==> src/rtl/alu8_pkg.sv <==
package alu8_pkg;

    parameter int DATA_W  = 8;
    parameter int DIGIT_W = 4;

    typedef enum logic [3:0] {
        OP_ADD  = 4'd0,
        OP_SUB  = 4'd1,
        OP_AND  = 4'd2,
        OP_IOR  = 4'd3,
        OP_XOR  = 4'd4,
        OP_PASS = 4'd5,
        OP_CLR  = 4'd6,
        OP_COMP = 4'd7,
        OP_INC  = 4'd8,
        OP_DEC  = 4'd9,
        OP_RLC  = 4'd10,
        OP_RRC  = 4'd11,
        OP_SWAP = 4'd12,
        OP_RSV0 = 4'd13,
        OP_RSV1 = 4'd14,
        OP_RSV2 = 4'd15
    } alu_op_e;

    typedef enum logic [1:0] {
        FCLS_ARITH,
        FCLS_CARRY,
        FCLS_ZERO,
        FCLS_NONE
    } flag_class_e;

    typedef struct packed {
        logic c;
        logic dc;
        logic z;
    } flag_t;

endpackage

==> src/rtl/alu8_addsub.sv <==
module alu8_addsub #(
    parameter int WIDTH = 8,
    parameter int DIGIT = 4
) (
    input  logic [WIDTH-1:0] a_in,
    input  logic [WIDTH-1:0] b_in,
    input  logic             cy_in,
    output logic [WIDTH-1:0] sum_out,
    output logic             cy_out,
    output logic             dcy_out
);
    localparam int FULL_W = WIDTH + 1;
    localparam int LOW_W  = DIGIT + 1;

    logic [FULL_W-1:0] full_sum;
    logic [LOW_W-1:0]  low_sum;

    always_comb begin
        full_sum = {1'b0, a_in} + {1'b0, b_in} + {{WIDTH{1'b0}}, cy_in};
        low_sum  = {1'b0, a_in[DIGIT-1:0]} + {1'b0, b_in[DIGIT-1:0]}
                 + {{DIGIT{1'b0}}, cy_in};
    end

    assign sum_out = full_sum[WIDTH-1:0];
    assign cy_out  = full_sum[WIDTH];
    assign dcy_out = low_sum[DIGIT];

endmodule

==> src/rtl/alu8_bitwise.sv <==
module alu8_bitwise
    import alu8_pkg::*;
#(
    parameter int WIDTH = 8
) (
    input  alu_op_e          op,
    input  logic [WIDTH-1:0] w_val,
    input  logic [WIDTH-1:0] b_val,
    output logic [WIDTH-1:0] res
);
    for (genvar i = 0; i < WIDTH; i++) begin : g_bit
        always_comb begin
            unique case (op)
                OP_AND:  res[i] = w_val[i] & b_val[i];
                OP_IOR:  res[i] = w_val[i] | b_val[i];
                OP_XOR:  res[i] = w_val[i] ^ b_val[i];
                OP_COMP: res[i] = ~b_val[i];
                OP_CLR:  res[i] = 1'b0;
                default: res[i] = b_val[i];
            endcase
        end
    end

endmodule

==> src/rtl/alu8_rotate.sv <==
module alu8_rotate #(
    parameter int WIDTH = 8,
    parameter int DIGIT = 4
) (
    input  logic [WIDTH-1:0] b_val,
    input  logic             cy_in,
    input  logic             go_left,
    output logic [WIDTH-1:0] rot_out,
    output logic             cy_out,
    output logic [WIDTH-1:0] swap_out
);
    localparam int HI_W = WIDTH - DIGIT;

    always_comb begin
        if (go_left) begin
            rot_out = {b_val[WIDTH-2:0], cy_in};
            cy_out  = b_val[WIDTH-1];
        end else begin
            rot_out = {cy_in, b_val[WIDTH-1:1]};
            cy_out  = b_val[0];
        end
    end

    assign swap_out = {b_val[DIGIT-1:0], b_val[WIDTH-1:WIDTH-HI_W]};

endmodule

==> src/rtl/alu8_flags.sv <==
module alu8_flags
    import alu8_pkg::*;
#(
    parameter int WIDTH = 8
) (
    input  alu_op_e          op,
    input  logic [WIDTH-1:0] res,
    input  logic             arith_cy,
    input  logic             arith_dcy,
    input  logic             rot_cy,
    output flag_t            value,
    output flag_t            mask
);
    flag_class_e fcls;

    always_comb begin
        unique case (op)
            OP_ADD, OP_SUB:   fcls = FCLS_ARITH;
            OP_RLC, OP_RRC:   fcls = FCLS_CARRY;
            OP_AND, OP_IOR, OP_XOR, OP_PASS,
            OP_CLR, OP_COMP, OP_INC, OP_DEC:
                              fcls = FCLS_ZERO;
            default:          fcls = FCLS_NONE;
        endcase
    end

    always_comb begin
        mask  = '0;
        value = '0;
        unique case (fcls)
            FCLS_ARITH: begin
                mask     = '{c: 1'b1, dc: 1'b1, z: 1'b1};
                value.c  = arith_cy;
                value.dc = arith_dcy;
                value.z  = (res == '0);
            end
            FCLS_CARRY: begin
                mask.c  = 1'b1;
                value.c = rot_cy;
            end
            FCLS_ZERO: begin
                mask.z  = 1'b1;
                value.z = (res == '0);
            end
            default: begin
                mask  = '0;
                value = '0;
            end
        endcase
    end

endmodule

==> src/rtl/alu8_core.sv <==
module alu8_core
    import alu8_pkg::*;
#(
    parameter int WIDTH = DATA_W,
    parameter int DIGIT = DIGIT_W
) (
    input  logic [WIDTH-1:0] w_in,
    input  logic [WIDTH-1:0] file_in,
    input  logic [WIDTH-1:0] lit_in,
    input  logic             use_lit,
    input  logic [3:0]       op_sel,
    input  logic             c_in,
    output logic [WIDTH-1:0] result,
    output logic             c_out,
    output logic             dc_out,
    output logic             z_out,
    output logic             upd_c,
    output logic             upd_dc,
    output logic             upd_z
);
    alu_op_e          op;
    logic [WIDTH-1:0] b_opnd;
    logic [WIDTH-1:0] add_a, add_b;
    logic             add_cin;
    logic [WIDTH-1:0] add_sum;
    logic             add_cy, add_dcy;
    logic [WIDTH-1:0] bit_res;
    logic [WIDTH-1:0] rot_res, swap_res;
    logic             rot_cy;
    flag_t            fval, fmask;

    assign op     = alu_op_e'(op_sel);
    assign b_opnd = use_lit ? lit_in : file_in;

    // Adder operand steering: subtract is B + ~W + 1, inc adds 1, dec adds all-ones.
    always_comb begin
        add_a = b_opnd;
        unique case (op)
            OP_SUB:  begin add_b = ~w_in;        add_cin = 1'b1; end
            OP_INC:  begin add_b = '0;           add_cin = 1'b1; end
            OP_DEC:  begin add_b = '1;           add_cin = 1'b0; end
            default: begin add_b = w_in;         add_cin = 1'b0; end
        endcase
    end

    alu8_addsub #(.WIDTH(WIDTH), .DIGIT(DIGIT)) u_addsub (
        .a_in    (add_a),
        .b_in    (add_b),
        .cy_in   (add_cin),
        .sum_out (add_sum),
        .cy_out  (add_cy),
        .dcy_out (add_dcy)
    );

    alu8_bitwise #(.WIDTH(WIDTH)) u_bitwise (
        .op    (op),
        .w_val (w_in),
        .b_val (b_opnd),
        .res   (bit_res)
    );

    alu8_rotate #(.WIDTH(WIDTH), .DIGIT(DIGIT)) u_rotate (
        .b_val    (b_opnd),
        .cy_in    (c_in),
        .go_left  (op == OP_RLC),
        .rot_out  (rot_res),
        .cy_out   (rot_cy),
        .swap_out (swap_res)
    );

    always_comb begin
        unique case (op)
            OP_ADD, OP_SUB, OP_INC, OP_DEC: result = add_sum;
            OP_RLC, OP_RRC:                 result = rot_res;
            OP_SWAP:                        result = swap_res;
            default:                        result = bit_res;
        endcase
    end

    alu8_flags #(.WIDTH(WIDTH)) u_flags (
        .op        (op),
        .res       (result),
        .arith_cy  (add_cy),
        .arith_dcy (add_dcy),
        .rot_cy    (rot_cy),
        .value     (fval),
        .mask      (fmask)
    );

    assign c_out  = fval.c;
    assign dc_out = fval.dc;
    assign z_out  = fval.z;
    assign upd_c  = fmask.c;
    assign upd_dc = fmask.dc;
    assign upd_z  = fmask.z;

endmodule

==> config.mk <==
export PLATFORM = sky130hd
export DESIGN_NAME = alu8_core
export DESIGN_NICKNAME = d
export VERILOG_FILES = /design/src/rtl/alu8_pkg.sv /design/src/rtl/alu8_addsub.sv /design/src/rtl/alu8_bitwise.sv /design/src/rtl/alu8_rotate.sv /design/src/rtl/alu8_flags.sv /design/src/rtl/alu8_core.sv
export SDC_FILE = /design/constraint.sdc
export NUM_CORES = 1
export LEC_CHECK = 0
export CAP_MARGIN = 20
export CORE_UTILIZATION = 47
export DETAILED_ROUTE_END_ITERATION = 10
export PLACE_DENSITY_LB_ADDON = 0.05
export SLEW_MARGIN = 10
export SYNTH_ARGS = -nofsm -noshare
export SYNTH_HDL_FRONTEND = slang
export SYNTH_HIERARCHICAL = 1
export SYNTH_SLANG_ARGS = --single-unit
==> constraint.sdc <==
create_clock -name vclk -period 8
set_input_delay 2.4 -clock vclk [all_inputs]
set_output_delay 2.4 -clock vclk [all_outputs]
set_load 0.1 [all_outputs]
==> flow_metrics.py <==
metrics = {
    "status": {
        "run_status": "finished clean",
    },
    "sta": {
        "hold_viol": 0,
        "period_share": 0.981,
        "maxSlewHeadroom": 0.705,
        "fmax_ghz": 0.127,
        "fin_crit_ps": 7850,
        "worst_slew_pin_slew_ps": 442,
        "rsz0062_at_grt": "false",
        "totalNegativeSetupSlack_ps": 0,
        "drv_slew": 0,
        "setup_viol": 0,
    },
    "routing": {
        "drc_errors": 0,
        "vias": 1996,
        "routedWlPerCell_um": 16.7,
        "drtIter0Drc": 179,
        "final_antenna_net_count": 0,
        "vias_per_cell": 5.72,
        "dr.pass1.iters": 4,
        "drt_wl_total_um": 5810,
    },
    "worst_setup_path": {
        "cp-endpoint": "z_out",
        "critPathMaxStageDelay_ps": 430,
        "crit_buf_inv": 2,
        "crit_chain": "clkbuf_2 > or3b_4 > a21oi_2 > a211oi_2 > fa_2 > fa_2 > a21oi_2 > nor2b_2 > a31oi_2 > xnor2_1 > a22oi_2 > o21ai_4 > nor4_2 > and3_4 > buf_12",
        "crit_path_top_delay_cell": "fa_2",
        "cp.depth": 15,
        "crit_family": "simple AND/OR/NAND/NOR gates",
        "path_max_fanout": 2,
        "critPathKind": "input pin to output pin",
        "endpoint_kind": "output pin",
        "worstPathArrival_ps": 5450,
        "cp-startpoint": "op_sel[2]",
        "worstSetupStartpointType": "input pin",
        "crit_required_ps": 5600,
    },
    "cells_and_area": {
        "multiInputGateArea_um2": 1680,
        "nFlopsAndLatches": 0,
        "layout-drive-gt1-share": 0.389,
        "syn_to_final_growth_pct": 53.1,
        "clock_buffers": 0,
        "postLayoutCellArea_um2": 2720,
        "regArea_um2": 0,
        "fillers": 274,
        "final_nets": 360,
        "n_antenna_cell": 0,
    },
    "floorplan": {
        "row_count": 21,
        "io_pins": 44,
        "die-area_um2": 4020,
        "core_area_um2": 3470,
        "die_h_um": 63.4,
        "die_w_um": 63.4,
        "initial_utilization": 0.511,
    },
    "power": {
        "clkPwrFrac": 0,
        "seq_power_share": 0,
        "p_int_uw": 133,
        "peakVddDrop_mv": 0.0912,
        "p_sw_frac": 0.560,
        "combPwrFrac": 1.000,
        "p_leak_uw": 0.00124,
        "p_sw_uw": 170,
        "p_per_area_nw_per_um2": 112,
    },
    "job": {
        "cap_violations": 0,
    },
    "synth": {
        "netlist_area_um2": 1770,
        "avgSynthCellArea_um2": 7.74,
        "syn-num-nets": 284,
        "syn_inst": 229,
        "synth_cell_types": 48,
        "yosys_warnings": 6,
        "yosysSeqAreaShare": 0,
    },
    "placed_design": {
        "portBuffers": 44,
        "dpl_cell_area_um2": 2650,
        "hpwlAfterDp_um": 4600,
        "gp_congestion": 0.927,
    },
    "global_route": {
        "grt_pass1_wl_um": 9390,
        "gr-total-overflow": 0,
        "grt_pass1_vias": 1946,
        "grtUsageTotal": 0.289,
        "grt_max_degree": 22,
        "grt_antenna_before_repair": 0,
    },
    "cts": {
        "holdBufCountCts": 0,
    },
    "worst_hold_path": {
        "min_path_cells": 4,
        "hp-class": "input pin to output pin",
        "min_from": "op_sel[2]",
    },
}
## worst min path at each step
stage             to
6_report       c_out
5_1_grt        c_out
3_3_place_gp   c_out
3_5_place_dp   c_out
4_1_cts        c_out
2_1_floorplan  c_out
## repair_timing
item | in CTS | in global routing
gates resized for setup | 7 | 20
buffers inserted | 2 | 2
setup endpoints to repair | 1 | 1
pin swaps | 11 | 11
## layer usage
| metal | global-route usage | wire (um) | vias up |
|---|---|---|---|
| met4 | 0.0426 | 79 | 0 |
| met3 | 0.0254 | 375 | 8 |
| met5 | 0 | 0 | - |
| li1 | - | - | 1004 |
| met1 | 0.402 | 2680 | 906 |
| met2 | 0.488 | 2670 | 78 |
## worst min-delay path, cell delays in order
cell	delay, ps
clkbuf_2	90
buf_4	170
a21oi_2	60
buf_12	160
## power by group through the flow
stage	combinational, uW	clock, uW	sequential [uW]
final	304	0	0
after global placement	288	0	0
after CTS	294	0	0
after detailed placement	291	0	0
after global routing	322	0	0
after floorplan	180	0	0
## logic make-up after synthesis
family                   share of synthesized area
AO/OA/AOI/OAI                                0.320
AND/OR/NAND/NOR                              0.170
buffers and inverters                        0.123
multiplexers                                 0.172
adder cells (fa/ha/maj)                      0.185
XOR/XNOR                                    0.0296
## through the flow
stage	std cells	util	hold WS [ps]	setup WS (ps)	total power, uW
global route	349	0.783	5310	11.2	322
detailed placement	345	0.763	5680	-261	291
finish	349	0.783	5300	154	304
global placement	345	0.763	5670	-185	288
CTS	347	0.770	5430	5.83	294
floorplan	229	-	4970	-116	180
## placed cells by master, fill, tap and decap left out, drive strengths merged, types with 3 or more instances in the layout
| master | instances |
|---|---|
| a211oi | 17 |
| a21oi | 21 |
| nand2b | 3 |
| mux2i | 8 |
| clkdlybuf4s50 | 24 |
| o2bb2ai | 4 |
| o21ai | 11 |
| xnor2 | 3 |
| nor2b | 3 |
| clkbuf | 4 |
| nor3 | 4 |
| mux2 | 17 |
| nor3b | 3 |
| a22oi | 14 |
| o21bai | 3 |
| nor2 | 15 |
| buf | 64 |
| ha | 23 |
| xor2 | 3 |
| nand2 | 8 |
| nor4 | 3 |
| inv | 18 |
| o211ai | 4 |
## cell type report
| class | count | area share |
|---|---|---|
| repair buffers | 94 | 0.334 |
| inverters | 18 | 0.0249 |
| well taps | 46 | 0.0212 |
| multi-input cells | 191 | 0.620 |
## synthesized netlist by cell type, drive strengths merged, types with 2 or more instances
cell type  number  share of area
a211oi         17          0.072
a21oi          21          0.064
a22oi          14          0.059
a311oi          2         0.0099
and2b           2          0.011
buf            17          0.078
clkbuf          3         0.0071
fa              2          0.023
ha             23           0.16
inv            18          0.038
mux2           17           0.13
mux2i           8          0.045
nand2           8          0.017
nand2b          3          0.011
nand3           2         0.0056
nor2           15          0.036
nor2b           3          0.015
nor3            4          0.014
nor3b           3          0.013
nor4            3          0.011
o211ai          4          0.017
o21ai          11          0.031
o21bai          3          0.015
o2bb2ai         4          0.020
o311ai          2         0.0099
or3             2         0.0071
or3b            2         0.0099
xnor2           3          0.015
xor2            3          0.015
No activity file was read; power rests on OpenSTA's default activity.
